### src/rtl/rsz_pkg.sv
package rsz_pkg;
  localparam int FRAC_W = 8;
  localparam int STEP_W = 11;
  localparam logic [STEP_W-1:0] STEP_MIN = 11'd64;
  localparam logic [STEP_W-1:0] STEP_MAX = 11'd1024;
  localparam logic [STEP_W-1:0] STEP_UNITY = 11'd256;

  typedef enum logic {V_IDLE, V_EMIT} vstate_t;

  function automatic logic [STEP_W-1:0] clamp_step(input logic [STEP_W-1:0] s);
    if (s < STEP_MIN) return STEP_MIN;
    if (s > STEP_MAX) return STEP_MAX;
    return s;
  endfunction
endpackage

### src/rtl/rsz_lerp.sv
module rsz_lerp #(
  parameter int PIX_W = 8
) (
  input  logic [PIX_W-1:0]          a,
  input  logic [PIX_W-1:0]          b,
  input  logic [rsz_pkg::FRAC_W-1:0] frac,
  output logic [PIX_W-1:0]          y
);
  import rsz_pkg::*;
  localparam int ACC_W = PIX_W + FRAC_W + 1;

  logic [ACC_W-1:0] wa, wb, acc;

  always_comb begin
    wb  = ACC_W'(frac);
    wa  = ACC_W'(1 << FRAC_W) - wb;
    acc = ACC_W'(a) * wa + ACC_W'(b) * wb + ACC_W'(1 << (FRAC_W - 1));
    y   = acc[FRAC_W +: PIX_W];
  end
endmodule

### src/rtl/rsz_hscale.sv
module rsz_hscale #(
  parameter int PIX_W    = 8,
  parameter int IN_MAX   = 512,
  parameter int LINE_MAX = 128,
  localparam int AW = $clog2(LINE_MAX),
  localparam int LW = $clog2(LINE_MAX + 1)
) (
  input  logic                       clk,
  input  logic                       rst_n,
  input  logic                       in_valid,
  output logic                       in_ready,
  input  logic [PIX_W-1:0]           in_data,
  input  logic                       in_sof,
  input  logic                       in_eol,
  input  logic                       hold,
  input  logic [rsz_pkg::STEP_W-1:0] step,
  output logic                       frame_start,
  output logic                       wr_en,
  output logic [AW-1:0]              wr_addr,
  output logic [PIX_W-1:0]           wr_data,
  output logic                       line_done,
  output logic [LW-1:0]              line_len
);
  import rsz_pkg::*;
  localparam int CW   = $clog2(IN_MAX + 1);
  localparam int HA_W = CW + FRAC_W;

  logic [CW-1:0]    cnt, hint, cnt_m2;
  logic [HA_W-1:0]  hacc;
  logic [PIX_W-1:0] s_prev, s_cur;
  logic [LW-1:0]    ocnt;
  logic             eol_pend, emit, accept, room;

  assign hint   = hacc[HA_W-1:FRAC_W];
  assign cnt_m2 = cnt - CW'(2);
  assign emit   = (cnt >= CW'(2)) && (hint == cnt_m2);
  assign room   = ocnt < LW'(LINE_MAX);

  assign in_ready    = !emit && !eol_pend && !hold;
  assign accept      = in_valid && in_ready;
  assign frame_start = accept && in_sof;
  assign line_done   = eol_pend && !emit;
  assign line_len    = ocnt;
  assign wr_en       = emit && room;
  assign wr_addr     = AW'(ocnt);

  rsz_lerp #(.PIX_W(PIX_W)) u_lerp (
    .a(s_prev), .b(s_cur), .frac(hacc[FRAC_W-1:0]), .y(wr_data)
  );

  always_ff @(posedge clk or negedge rst_n) begin
    if (!rst_n) begin
      cnt      <= '0;
      hacc     <= '0;
      ocnt     <= '0;
      s_prev   <= '0;
      s_cur    <= '0;
      eol_pend <= 1'b0;
    end else begin
      if (accept) begin
        s_prev   <= s_cur;
        s_cur    <= in_data;
        eol_pend <= in_eol;
        if (in_sof) begin
          cnt  <= CW'(1);
          hacc <= '0;
          ocnt <= '0;
        end else begin
          cnt <= cnt + CW'(1);
        end
      end
      if (emit) begin
        hacc <= hacc + HA_W'(step);
        if (room) ocnt <= ocnt + LW'(1);
      end
      if (line_done) begin
        cnt      <= '0;
        hacc     <= '0;
        ocnt     <= '0;
        eol_pend <= 1'b0;
      end
    end
  end


  phase_order_chk: assert property (@(posedge clk) disable iff (!rst_n)
    (cnt >= CW'(2)) |-> (hint >= cnt_m2));


  line_restart_chk: assert property (@(posedge clk) disable iff (!rst_n)
    line_done |=> (hacc == '0 && cnt == '0 && !emit));
endmodule

### src/rtl/rsz_linebuf.sv
module rsz_linebuf #(
  parameter int PIX_W    = 8,
  parameter int LINE_MAX = 128,
  localparam int AW = $clog2(LINE_MAX)
) (
  input  logic             clk,
  input  logic             wr_en,
  input  logic             wr_bank,
  input  logic [AW-1:0]    wr_addr,
  input  logic [PIX_W-1:0] wr_data,
  input  logic             cur_bank,
  input  logic [AW-1:0]    rd_addr,
  output logic [PIX_W-1:0] rd_new,
  output logic [PIX_W-1:0] rd_old
);
  logic [PIX_W-1:0] rd_bank [2];

  for (genvar g = 0; g < 2; g++) begin : g_bank
    logic [PIX_W-1:0] mem [LINE_MAX];
    always_ff @(posedge clk) begin
      if (wr_en && (wr_bank == 1'(g))) mem[wr_addr] <= wr_data;
    end
    assign rd_bank[g] = mem[rd_addr];
  end

  assign rd_new = rd_bank[cur_bank];
  assign rd_old = rd_bank[~cur_bank];
endmodule

### src/rtl/rsz_vscale.sv
module rsz_vscale #(
  parameter int PIX_W    = 8,
  parameter int LINE_MAX = 128,
  parameter int MAX_ROWS = 512,
  localparam int AW = $clog2(LINE_MAX),
  localparam int LW = $clog2(LINE_MAX + 1)
) (
  input  logic                       clk,
  input  logic                       rst_n,
  input  logic                       frame_start,
  input  logic                       line_done,
  input  logic [LW-1:0]              line_len,
  input  logic [rsz_pkg::STEP_W-1:0] step,
  output logic                       bank,
  output logic [AW-1:0]              rd_addr,
  input  logic [PIX_W-1:0]           rd_new,
  input  logic [PIX_W-1:0]           rd_old,
  output logic                       busy,
  output logic                       out_valid,
  input  logic                       out_ready,
  output logic [PIX_W-1:0]           out_data,
  output logic                       out_sof,
  output logic                       out_eol
);
  import rsz_pkg::*;
  localparam int RW   = $clog2(MAX_ROWS + 1);
  localparam int VA_W = RW + FRAC_W;

  vstate_t         state;
  logic [RW-1:0]   lines, lines_m2, new_lines, vint, vint_next;
  logic [VA_W-1:0] vacc, vnext;
  logic [LW-1:0]   x, width;
  logic            sof_pend, take, row_end;

  assign vint      = vacc[VA_W-1:FRAC_W];
  assign vnext     = vacc + VA_W'(step);
  assign vint_next = vnext[VA_W-1:FRAC_W];
  assign lines_m2  = lines - RW'(2);
  assign new_lines = lines + RW'(1);

  assign busy      = (state == V_EMIT);
  assign out_valid = busy;
  assign rd_addr   = AW'(x);
  assign out_eol   = busy && (x == width - LW'(1));
  assign out_sof   = busy && sof_pend && (x == '0);
  assign take      = out_valid && out_ready;
  assign row_end   = take && out_eol;

  rsz_lerp #(.PIX_W(PIX_W)) u_lerp (
    .a(rd_old), .b(rd_new), .frac(vacc[FRAC_W-1:0]), .y(out_data)
  );

  always_ff @(posedge clk or negedge rst_n) begin
    if (!rst_n) begin
      state    <= V_IDLE;
      lines    <= '0;
      vacc     <= '0;
      x        <= '0;
      width    <= '0;
      bank     <= 1'b0;
      sof_pend <= 1'b0;
    end else begin
      if (frame_start) begin
        lines    <= '0;
        vacc     <= '0;
        sof_pend <= 1'b1;
      end
      if (state == V_IDLE && line_done) begin
        lines <= new_lines;
        width <= line_len;
        x     <= '0;
        if (new_lines >= RW'(2) && line_len != '0 && vint == new_lines - RW'(2))
          state <= V_EMIT;
        else
          bank <= ~bank;
      end
      if (take) begin
        sof_pend <= 1'b0;
        if (row_end) begin
          x    <= '0;
          vacc <= vnext;
          if (vint_next != lines_m2) begin
            state <= V_IDLE;
            bank  <= ~bank;
          end
        end else begin
          x <= x + LW'(1);
        end
      end
    end
  end


  out_hold_chk: assert property (@(posedge clk) disable iff (!rst_n)
    (out_valid && !out_ready) |=> (out_valid && $stable(out_data) &&
                                   $stable(out_eol) && $stable(out_sof)));


  vert_phase_chk: assert property (@(posedge clk) disable iff (!rst_n)
    busy |-> (vint == lines_m2));


  row_wrap_chk: assert property (@(posedge clk) disable iff (!rst_n)
    row_end |=> (x == '0));
endmodule

### src/rtl/img_resizer.sv
module img_resizer #(
  parameter int PIX_W    = 8,
  parameter int IN_MAX   = 512,
  parameter int LINE_MAX = 128,
  parameter int MAX_ROWS = 512
) (
  input  logic                       clk,
  input  logic                       rst_n,
  input  logic [rsz_pkg::STEP_W-1:0] cfg_hstep,
  input  logic [rsz_pkg::STEP_W-1:0] cfg_vstep,
  input  logic                       in_valid,
  output logic                       in_ready,
  input  logic [PIX_W-1:0]           in_data,
  input  logic                       in_sof,
  input  logic                       in_eol,
  output logic                       out_valid,
  input  logic                       out_ready,
  output logic [PIX_W-1:0]           out_data,
  output logic                       out_sof,
  output logic                       out_eol
);
  import rsz_pkg::*;
  localparam int AW = $clog2(LINE_MAX);
  localparam int LW = $clog2(LINE_MAX + 1);

  logic [STEP_W-1:0] nh_q, nv_q;
  logic              frame_start, wr_en, line_done, v_busy, bank;
  logic [AW-1:0]     wr_addr, rd_addr;
  logic [PIX_W-1:0]  wr_data, rd_new, rd_old;
  logic [LW-1:0]     line_len;

  always_ff @(posedge clk or negedge rst_n) begin
    if (!rst_n) begin
      nh_q <= STEP_UNITY;
      nv_q <= STEP_UNITY;
    end else if (frame_start) begin
      nh_q <= clamp_step(cfg_hstep);
      nv_q <= clamp_step(cfg_vstep);
    end
  end

  rsz_hscale #(.PIX_W(PIX_W), .IN_MAX(IN_MAX), .LINE_MAX(LINE_MAX)) u_hscale (
    .clk, .rst_n, .in_valid, .in_ready, .in_data, .in_sof, .in_eol,
    .hold(v_busy), .step(nh_q), .frame_start,
    .wr_en, .wr_addr, .wr_data, .line_done, .line_len
  );

  rsz_linebuf #(.PIX_W(PIX_W), .LINE_MAX(LINE_MAX)) u_linebuf (
    .clk, .wr_en, .wr_bank(bank), .wr_addr, .wr_data,
    .cur_bank(bank), .rd_addr, .rd_new, .rd_old
  );

  rsz_vscale #(.PIX_W(PIX_W), .LINE_MAX(LINE_MAX), .MAX_ROWS(MAX_ROWS)) u_vscale (
    .clk, .rst_n, .frame_start, .line_done, .line_len, .step(nv_q),
    .bank, .rd_addr, .rd_new, .rd_old, .busy(v_busy),
    .out_valid, .out_ready, .out_data, .out_sof, .out_eol
  );


  step_range_chk: assert property (@(posedge clk) disable iff (!rst_n)
    (nh_q >= STEP_MIN && nh_q <= STEP_MAX && nv_q >= STEP_MIN && nv_q <= STEP_MAX));


  step_hold_chk: assert property (@(posedge clk) disable iff (!rst_n)
    !frame_start |=> ($stable(nh_q) && $stable(nv_q)));


  no_write_clash_chk: assert property (@(posedge clk) disable iff (!rst_n)
    wr_en |-> !v_busy);
endmodule

### config.mk
export PLATFORM = sky130hd
export DESIGN_NAME = img_resizer
export DESIGN_NICKNAME = d
export VERILOG_FILES = /design/src/rtl/rsz_pkg.sv /design/src/rtl/rsz_lerp.sv /design/src/rtl/rsz_hscale.sv /design/src/rtl/rsz_linebuf.sv /design/src/rtl/rsz_vscale.sv /design/src/rtl/img_resizer.sv
export SDC_FILE = /design/constraint.sdc
export NUM_CORES = 2
export LEC_CHECK = 0
export BUFFER_PORTS_ARGS = -buffer_cell sky130_fd_sc_hd__buf_4
export CELL_PAD_IN_SITES_DETAIL_PLACEMENT = 1
export CELL_PAD_IN_SITES_GLOBAL_PLACEMENT = 1
export CORE_MARGIN = 1.5
export CORE_UTILIZATION = 33
export DETAILED_ROUTE_END_ITERATION = 12
export GPL_TIMING_DRIVEN = 0
export PLACE_DENSITY = 0.63
export SLEW_MARGIN = 20
export SYNTH_ARGS = -nofsm -noshare
export SYNTH_HDL_FRONTEND = slang
export SYNTH_SLANG_ARGS = --single-unit
### constraint.sdc
create_clock -name clk -period 13.3 [get_ports clk]
set_input_delay 2.66 -clock clk [delete_from_list [all_inputs] [get_ports clk]]
set_output_delay 2.66 -clock clk [all_outputs]
set_load 0.01 [all_outputs]
# After elaboration in Yosys (flattened, before gate mapping)
# Memory sizes are Yosys's and may differ from the RTL's.
# Cells that the tools add are included.
# classes
n_lt_le_gt_ge	9
n_eq_ne	4
mux	62
reduce_logical	29
addsub	16
mul	4
bitwise	4
# ops
operator	count
$mux 18	7
$mux 8	14
$mux 11	8
$mux 10	5
$add 18x11->18	2
$mul 8x17->16	2
$add 16x16->16	2
$add 16x8->16 const B	2
$mul 8x8->16	2
$sub 10x2->10 const B	3
$mux 1	28
$gt 11x11->1 const B	2
$lt 11x7->1 const B	2
$add 10x1->10 const B	2
$eq 10x10->1	2
$ge 10x2->1 const B	2
$sub 9x8->10 const A	2
$logic_and 1x1->1	17
$add 8x1->8 const B	2
$ne 10x10->1	1
$eq 8x8->1	1
$logic_not 8->1	1
$lt 8x8->1 const B	1
$reduce_bool 2->1	4
other kinds (8)	14
# word_totals
reg_bits	122
ramBits	2048
mem_count	2
# memory_table
name	depth	word_bits	rd	rd_ports_with_merged_regs	write_ports	line_no	rtl
u_linebuf.g_bank[0].mem	128	8	1	0	1	rsz_linebuf.sv:19	logic [PIX_W-1:0] mem [LINE_MAX];
u_linebuf.g_bank[1].mem	128	8	1	0	1	rsz_linebuf.sv:19	

# Depth between registers and ports, before layout
# logic_depth
depth_word	13
ltp_mapped	34
mapped_depth_nobuf	30

# Modules after synthesis
# A second synthesis with hierarchy kept.
# hier_totals
cells_unflattened	5690
hier_area_um2	96959.2
# modules_own_cells
module	area_each_um2	seq_area_each_um2	n_inst	cells_each
rsz_linebuf	79379.9	61499.0	1	3726
rsz_lerp (u_vscale.u_lerp)	4653.2	0.0	1	523
rsz_lerp (u_hscale.u_lerp)	4585.6	0.0	1	512
rsz_vscale	3769.9	1176.1	1	448
rsz_hscale	3639.7	1326.3	1	397
img_resizer	930.9	553.0	1	84

# Worst setup path after synthesis
# OpenSTA, ideal clock, no wires.
# synth_timing
path_type	register to register
startpoint	register u_hscale.hacc[0]
endpoint	memory u_linebuf.g_bank[0].mem[0][7] (data pin)
required_time_ns	11.653
arrival_ns	12.826
setup_slack_ns	-1.172
path_stages_with_launch	22
path_cell_list	dfrtp_1 -> inv_1 -> ha_1 -> nand2_1 -> or3_1 -> nor3_1 -> nand2_1 -> fa_1 -> inv_1 -> fa_1 -> inv_1 -> fa_1 -> fa_1 -> fa_1 -> inv_1 -> fa_1 -> ha_1 -> o21ai_0 -> o21ai_0 -> a31o_2 -> a21oi_1 -> xnor2_1
# synth_between
elab_chain_len	4
elab_cells_between_ends	5
classes_between	3 x add/sub; 2 x mul
# synth_lines
item	line_no	rtl
from (decl)	rsz_hscale.sv:29	logic [HA_W-1:0] hacc;
from (signal assigned)	rsz_hscale.sv:73	hacc <= hacc + HA_W'(step);
$sub 9x8->10	rsz_lerp.sv:16	wa = ACC_W'(1 << FRAC_W) - wb;
$mul 8x17->16	rsz_lerp.sv:17	acc = ACC_W'(a) * wa + ACC_W'(b) * wb + ACC_W'(1 << (FRAC_W - 1));
$add 16x16->16 (*)	rsz_lerp.sv:17	
$add 16x8->16 (*)	rsz_lerp.sv:17	
net u_hscale.u_lerp.acc[15]	rsz_lerp.sv:12	logic [ACC_W-1:0] wa, wb, acc;
to (decl)	rsz_linebuf.sv:19	
# The timed path passes the listed nets; every way through them passes the cells marked *.

# Final worst setup path
# layout_timing
startpoint	register u_vscale.x[2]
endpoint	output port out_data[7]
# layout_between
elab_chain_len	7
elab_cells_between_ends	12
classes_between	2 x add/sub; 2 x mul; 6 x mux; 2 x memory
# layout_lines
item	line_no	rtl
from (decl)	rsz_vscale.sv:32	logic [LW-1:0] x, width;
from (signal assigned)	rsz_vscale.sv:87	x <= x + LW'(1);
$mem_v2 128x8	n/a	
$mux 8, on equally long branches (3 in series)	rsz_linebuf.sv:27, rsz_linebuf.sv:26	
$mul 8x17->16 or $mul 8x8->16 (tied branches)	rsz_lerp.sv:17	
$add 16x16->16 (*)	rsz_lerp.sv:17	
$add 16x8->16 (*)	rsz_lerp.sv:17	
to (decl)	img_resizer.sv:18	output logic [PIX_W-1:0] out_data,
# Every way passes the cells marked *; elsewhere a longest branch is shown, timed or not. The select of a mux whose other input is x is not followed.

==> impl_metrics.py <==
metrics = {
    "detailed_routing": {
        "antenna_left": 0,
        "detail_route.first_pass.iterations": 6,
        "vias_per_cell": 5.67,
        "drt_iter0_drc": 8456,
        "drc": 0,
        "wire_per_inst_um": 35.0,
        "wl_mm": 343,
        "vias": 55559,
    },
    "worst_setup_path": {
        "critPathTopFamily": "adder cells",
        "worstReg2RegEnd": "u_linebuf.g_bank[0].mem[107][4]",
        "critPathLaunchType": "flop",
        "r2r.worst_path.cells": 27,
        "slowest_delay_ns": 0.53,
        "cp_slowest_cell": "buf_4",
        "critPathMostFrequentCell": "fa_1",
        "worstSetupPathType": "flop to output pin",
        "arrival_ns": 10.38,
        "cp-end-kind": "output pin",
        "worstPathRequired_ns": 10.64,
        "r2r_slack_ns": 4.73,
        "r2r-start": "u_hscale.hacc[0]",
        "path_max_fanout": 10,
        "path_depth": 32,
        "critical_path_buf_inv_count": 10,
    },
    "logic_synthesis": {
        "synth_top_area_share_pct": 63.9,
        "synth_nets": 5726,
        "synth_area_mm2": 0.0963,
        "ys_types": 84,
        "yosys_warnings": 0,
        "ys_ff_latch": 2170,
        "synth_top_area_cell": "edfxtp_1",
        "synth_edf_count": 2048,
        "synth-async-reset-ratio_pct": 5.62,
        "yosys-top-cells-area": "edfxtp_1 (64%), mux4_2 (14%), fa_1 (4.2%)",
        "syn_inst": 5320,
        "synth_flop_cell": "edfxtp_1",
        "synth_area_per_cell_um2": 18.1,
        "yosysSeqAreaShare_pct": 67.0,
    },
    "job": {
        "drv_cap": 0,
    },
    "global_routing": {
        "grt_max_degree": 66,
        "grt_pass1_wl_mm": 468,
        "grt_pass1_vias": 55639,
        "overflow": 0,
        "grt_usage_pct": 23.2,
        "antenna_found_initial": 14,
    },
    "sta": {
        "worst_slack_ns": 0.261,
        "skew_ns": 0.103,
        "min_period_ns": 13.04,
        "tightestPinTransition_ns": 1.33,
        "report.final.slew_viol_count": 0,
        "rsz0062_at_grt": "false",
        "finalCritPeriodShare_pct": 98.0,
        "finalHoldViolations": 0,
        "setup_viol": 0,
        "max_clock_freq_ghz": 0.0767,
        "tns_ns": 0,
        "slew_headroom_pct": 11.3,
    },
    "floorplanning": {
        "start_util_pct": 33.1,
        "io_pins": 48,
        "dieArea_mm2": 0.295,
        "core-area_mm2": 0.291,
        "die_y_um": 543,
        "row_count": 198,
        "die_w_um": 543,
    },
    "power": {
        "peakVddDrop_mv": 0.129,
        "finalPower_w": 0.0159,
        "power_leakage_nw": 36.5,
        "pwr_density_cell_mw_per_mm2": 142,
    },
    "clocking": {
        "cts_hold_buf": 0,
        "clock-root-buffer": "clkbuf_16",
        "clockBufferDepth": 3,
        "h-tree-depth": 4,
        "cts_tree": "built",
        "cts_sinks": 2170,
        "clock_latency_ns": 0.93,
        "path_clk_slew_ns": 0.06,
        "numCtsBuffers": 218,
    },
    "placement": {
        "place_ws_ns": 0.0196,
        "globalplace.congestion": 0.927,
        "portBuffers": 47,
        "dp_hpwl_mm": 238,
        "dp.cells": 9369,
    },
    "worst_hold_path": {
        "hp-class": "flop to flop",
        "hold_path_end": "nh_q[4]",
        "min_delay_path_depth": 2,
        "min-delay-start": "nh_q[4]",
    },
    "final_layout": {
        "fill_cells": 28591,
        "nets": 6106,
        "layout-drive-gt1-share_pct": 23.2,
        "utilization_pct": 38.6,
        "area_growth_pct": 16.5,
        "fin_cells": 9795,
    },
    "status": {
        "status": "complete, no violations",
    },
}
[flip-flops by register name (all words and copies together) (netlist names)]
signal and count:
u_vscale.sof_pend 1, u_linebuf.g_bank.mem 2048, u_vscale.lines 10, u_vscale.busy 1
u_hscale.hacc 18, u_vscale.x 8, u_vscale.bank 1, u_hscale.line_len 8
nv_q 11, u_vscale.width 8, u_vscale.vacc 18, u_hscale.s_prev 8
u_hscale.cnt 10, u_hscale.eol_pend 1, nh_q 11, u_hscale.s_cur 8
[area by class of cell]
cell class	count	area [um^2]	area share [%]
Sequential cell	2170	64600	57.6
Multi-Input combinational cell	2543	29300	26.1
Clock buffer	257	5620	5.01
Tap cell	3900	4880	4.35
Timing Repair Buffer	162	3030	2.70
Buffer	277	1990	1.78
Clock inverter	148	1560	1.39
Inverter	328	1230	1.10
Antenna cell	10	25.0	0.0223
[power breakdown]
group          internal (W)  total, W  switching [W]
logic              0.000617   0.00170        0.00109
clock network       0.00343   0.00624        0.00281
registers           0.00793   0.00795      0.0000243
total                0.0120    0.0159        0.00392
[layout by cell type, fill, tap and decap left out, drive strengths merged, types with 8 or more instances in the layout]
| cell | instances |
|---|---|
| clkinv | 112 |
| ha | 168 |
| fa | 202 |
| a21oi | 47 |
| a31oi | 19 |
| dfrtp | 120 |
| nand4 | 20 |
| clkinvlp | 11 |
| o21bai | 8 |
| nand3 | 65 |
| o21ai | 120 |
| mux4 | 621 |
| xor2 | 35 |
| a21o | 10 |
| o31ai | 20 |
| nor4 | 14 |
| diode | 10 |
| bufinv | 20 |
| clkbuf | 382 |
| nand2 | 288 |
| and2 | 101 |
| buf | 314 |
| edfxtp | 2048 |
| mux2i | 64 |
| o211ai | 9 |
| nor2b | 20 |
| a22oi | 18 |
| nor3 | 27 |
| or2 | 14 |
| and3 | 19 |
| mux2 | 26 |
| inv | 333 |
| a211oi | 12 |
| nand2b | 29 |
| xnor2 | 77 |
| nor2 | 406 |
[kinds of logic (layout without fill, tap and decap cells)]
logic type,count (synthesis),after routing,share of synthesized area [%]
AND/OR/NAND/NOR,1030,1030,4.84
AO/OA/AOI/OAI,317,317,2.17
XOR/XNOR,115,115,1.09
flip-flops,2170,2170,67.0
buffers and inverters,607,1172,2.96
adder cells (fa/ha/maj),370,370,6.38
other,0,10,0
multiplexers,711,711,15.5
[cells in the mapped netlist, drive strengths merged (4+ instances only)]
cell        n
edfxtp   2048
mux4      621
nor2      406
inv       328
nand2     288
fa        202
ha        168
buf       160
dfrtp     120
o21ai     120
clkbuf    119
and2      101
xnor2      77
nand3      65
mux2i      64
a21oi      47
xor2       35
nand2b     29
nor3       27
mux2       26
nand4      20
nor2b      20
o31ai      20
a31oi      19
and3       19
a22oi      18
nor4       14
or2        14
a211oi     12
a21o       10
o211ai      9
o21bai      8
a221oi      6
a22o        6
nor3b       6
a41oi       5
nor4b       5
o21a        5
or3         5
a2111oi     4
nand3b      4
[metrics by stage]
step                area (um^2)  hold WS (ns)
finish                   112000         0.507
global route             112000         0.530
CTS                      112000         0.515
detailed placement       104000         0.502
global placement         102000         0.480
floorplan                 96300         0.455
[worst register-to-register path: stages (launching register included)]
cell and delay, ns:
dfrtp_1 0.51, inv_1 0.13, ha_1 0.19, nand2_1 0.10, or3_1 0.36, nor3_1 0.83
nand2_1 0.19, fa_1 0.57, inv_1 0.05, fa_1 0.53, inv_1 0.06, fa_1 0.48
fa_1 0.52, fa_1 0.51, inv_1 0.06, fa_1 0.44, ha_1 0.42, o21ai_0 0.15
nor2_1 0.27, o21a_1 0.15, nor2_1 0.08, xnor2_4 0.61, buf_8 0.25, buf_16 0.20
buf_16 0.19, buf_16 0.21, buf_8 0.21, buf_16 0.19
[layer usage]
metal | share of wire, % | vias up | global-route usage, %
met5 | 0.066 | - | 0
met4 | 5.5 | 10 | 11.0
met3 | 11 | 706 | 6.51
met2 | 44 | 3357 | 34.8
met1 | 39 | 30138 | 31.0
li1 | - | 21348 | -
[how the worst max path moves through the flow]
stage,startpoint,to,slack [ns]
after floorplan,u_hscale.hacc[0],u_linebuf.g_bank[0].mem[0][6],-0.41
after global placement,u_hscale.hacc[0],u_linebuf.g_bank[0].mem[110][6],-10.16
after detailed placement,u_vscale.x[1],out_data[7],0.02
after CTS,u_vscale.x[1],out_data[7],0.02
after global routing,u_vscale.x[0],out_data[7],0.08
final,u_vscale.x[2],out_data[7],0.26
[timing repair]
item | CTS | global route
cloned | 0 | 0
setup endpoints to repair | 8 | 4
buffers inserted | 4 | 9
pin swaps | 2 | 5
gates resized for setup | 76 | 69
(Power assumes the default switching activity.)
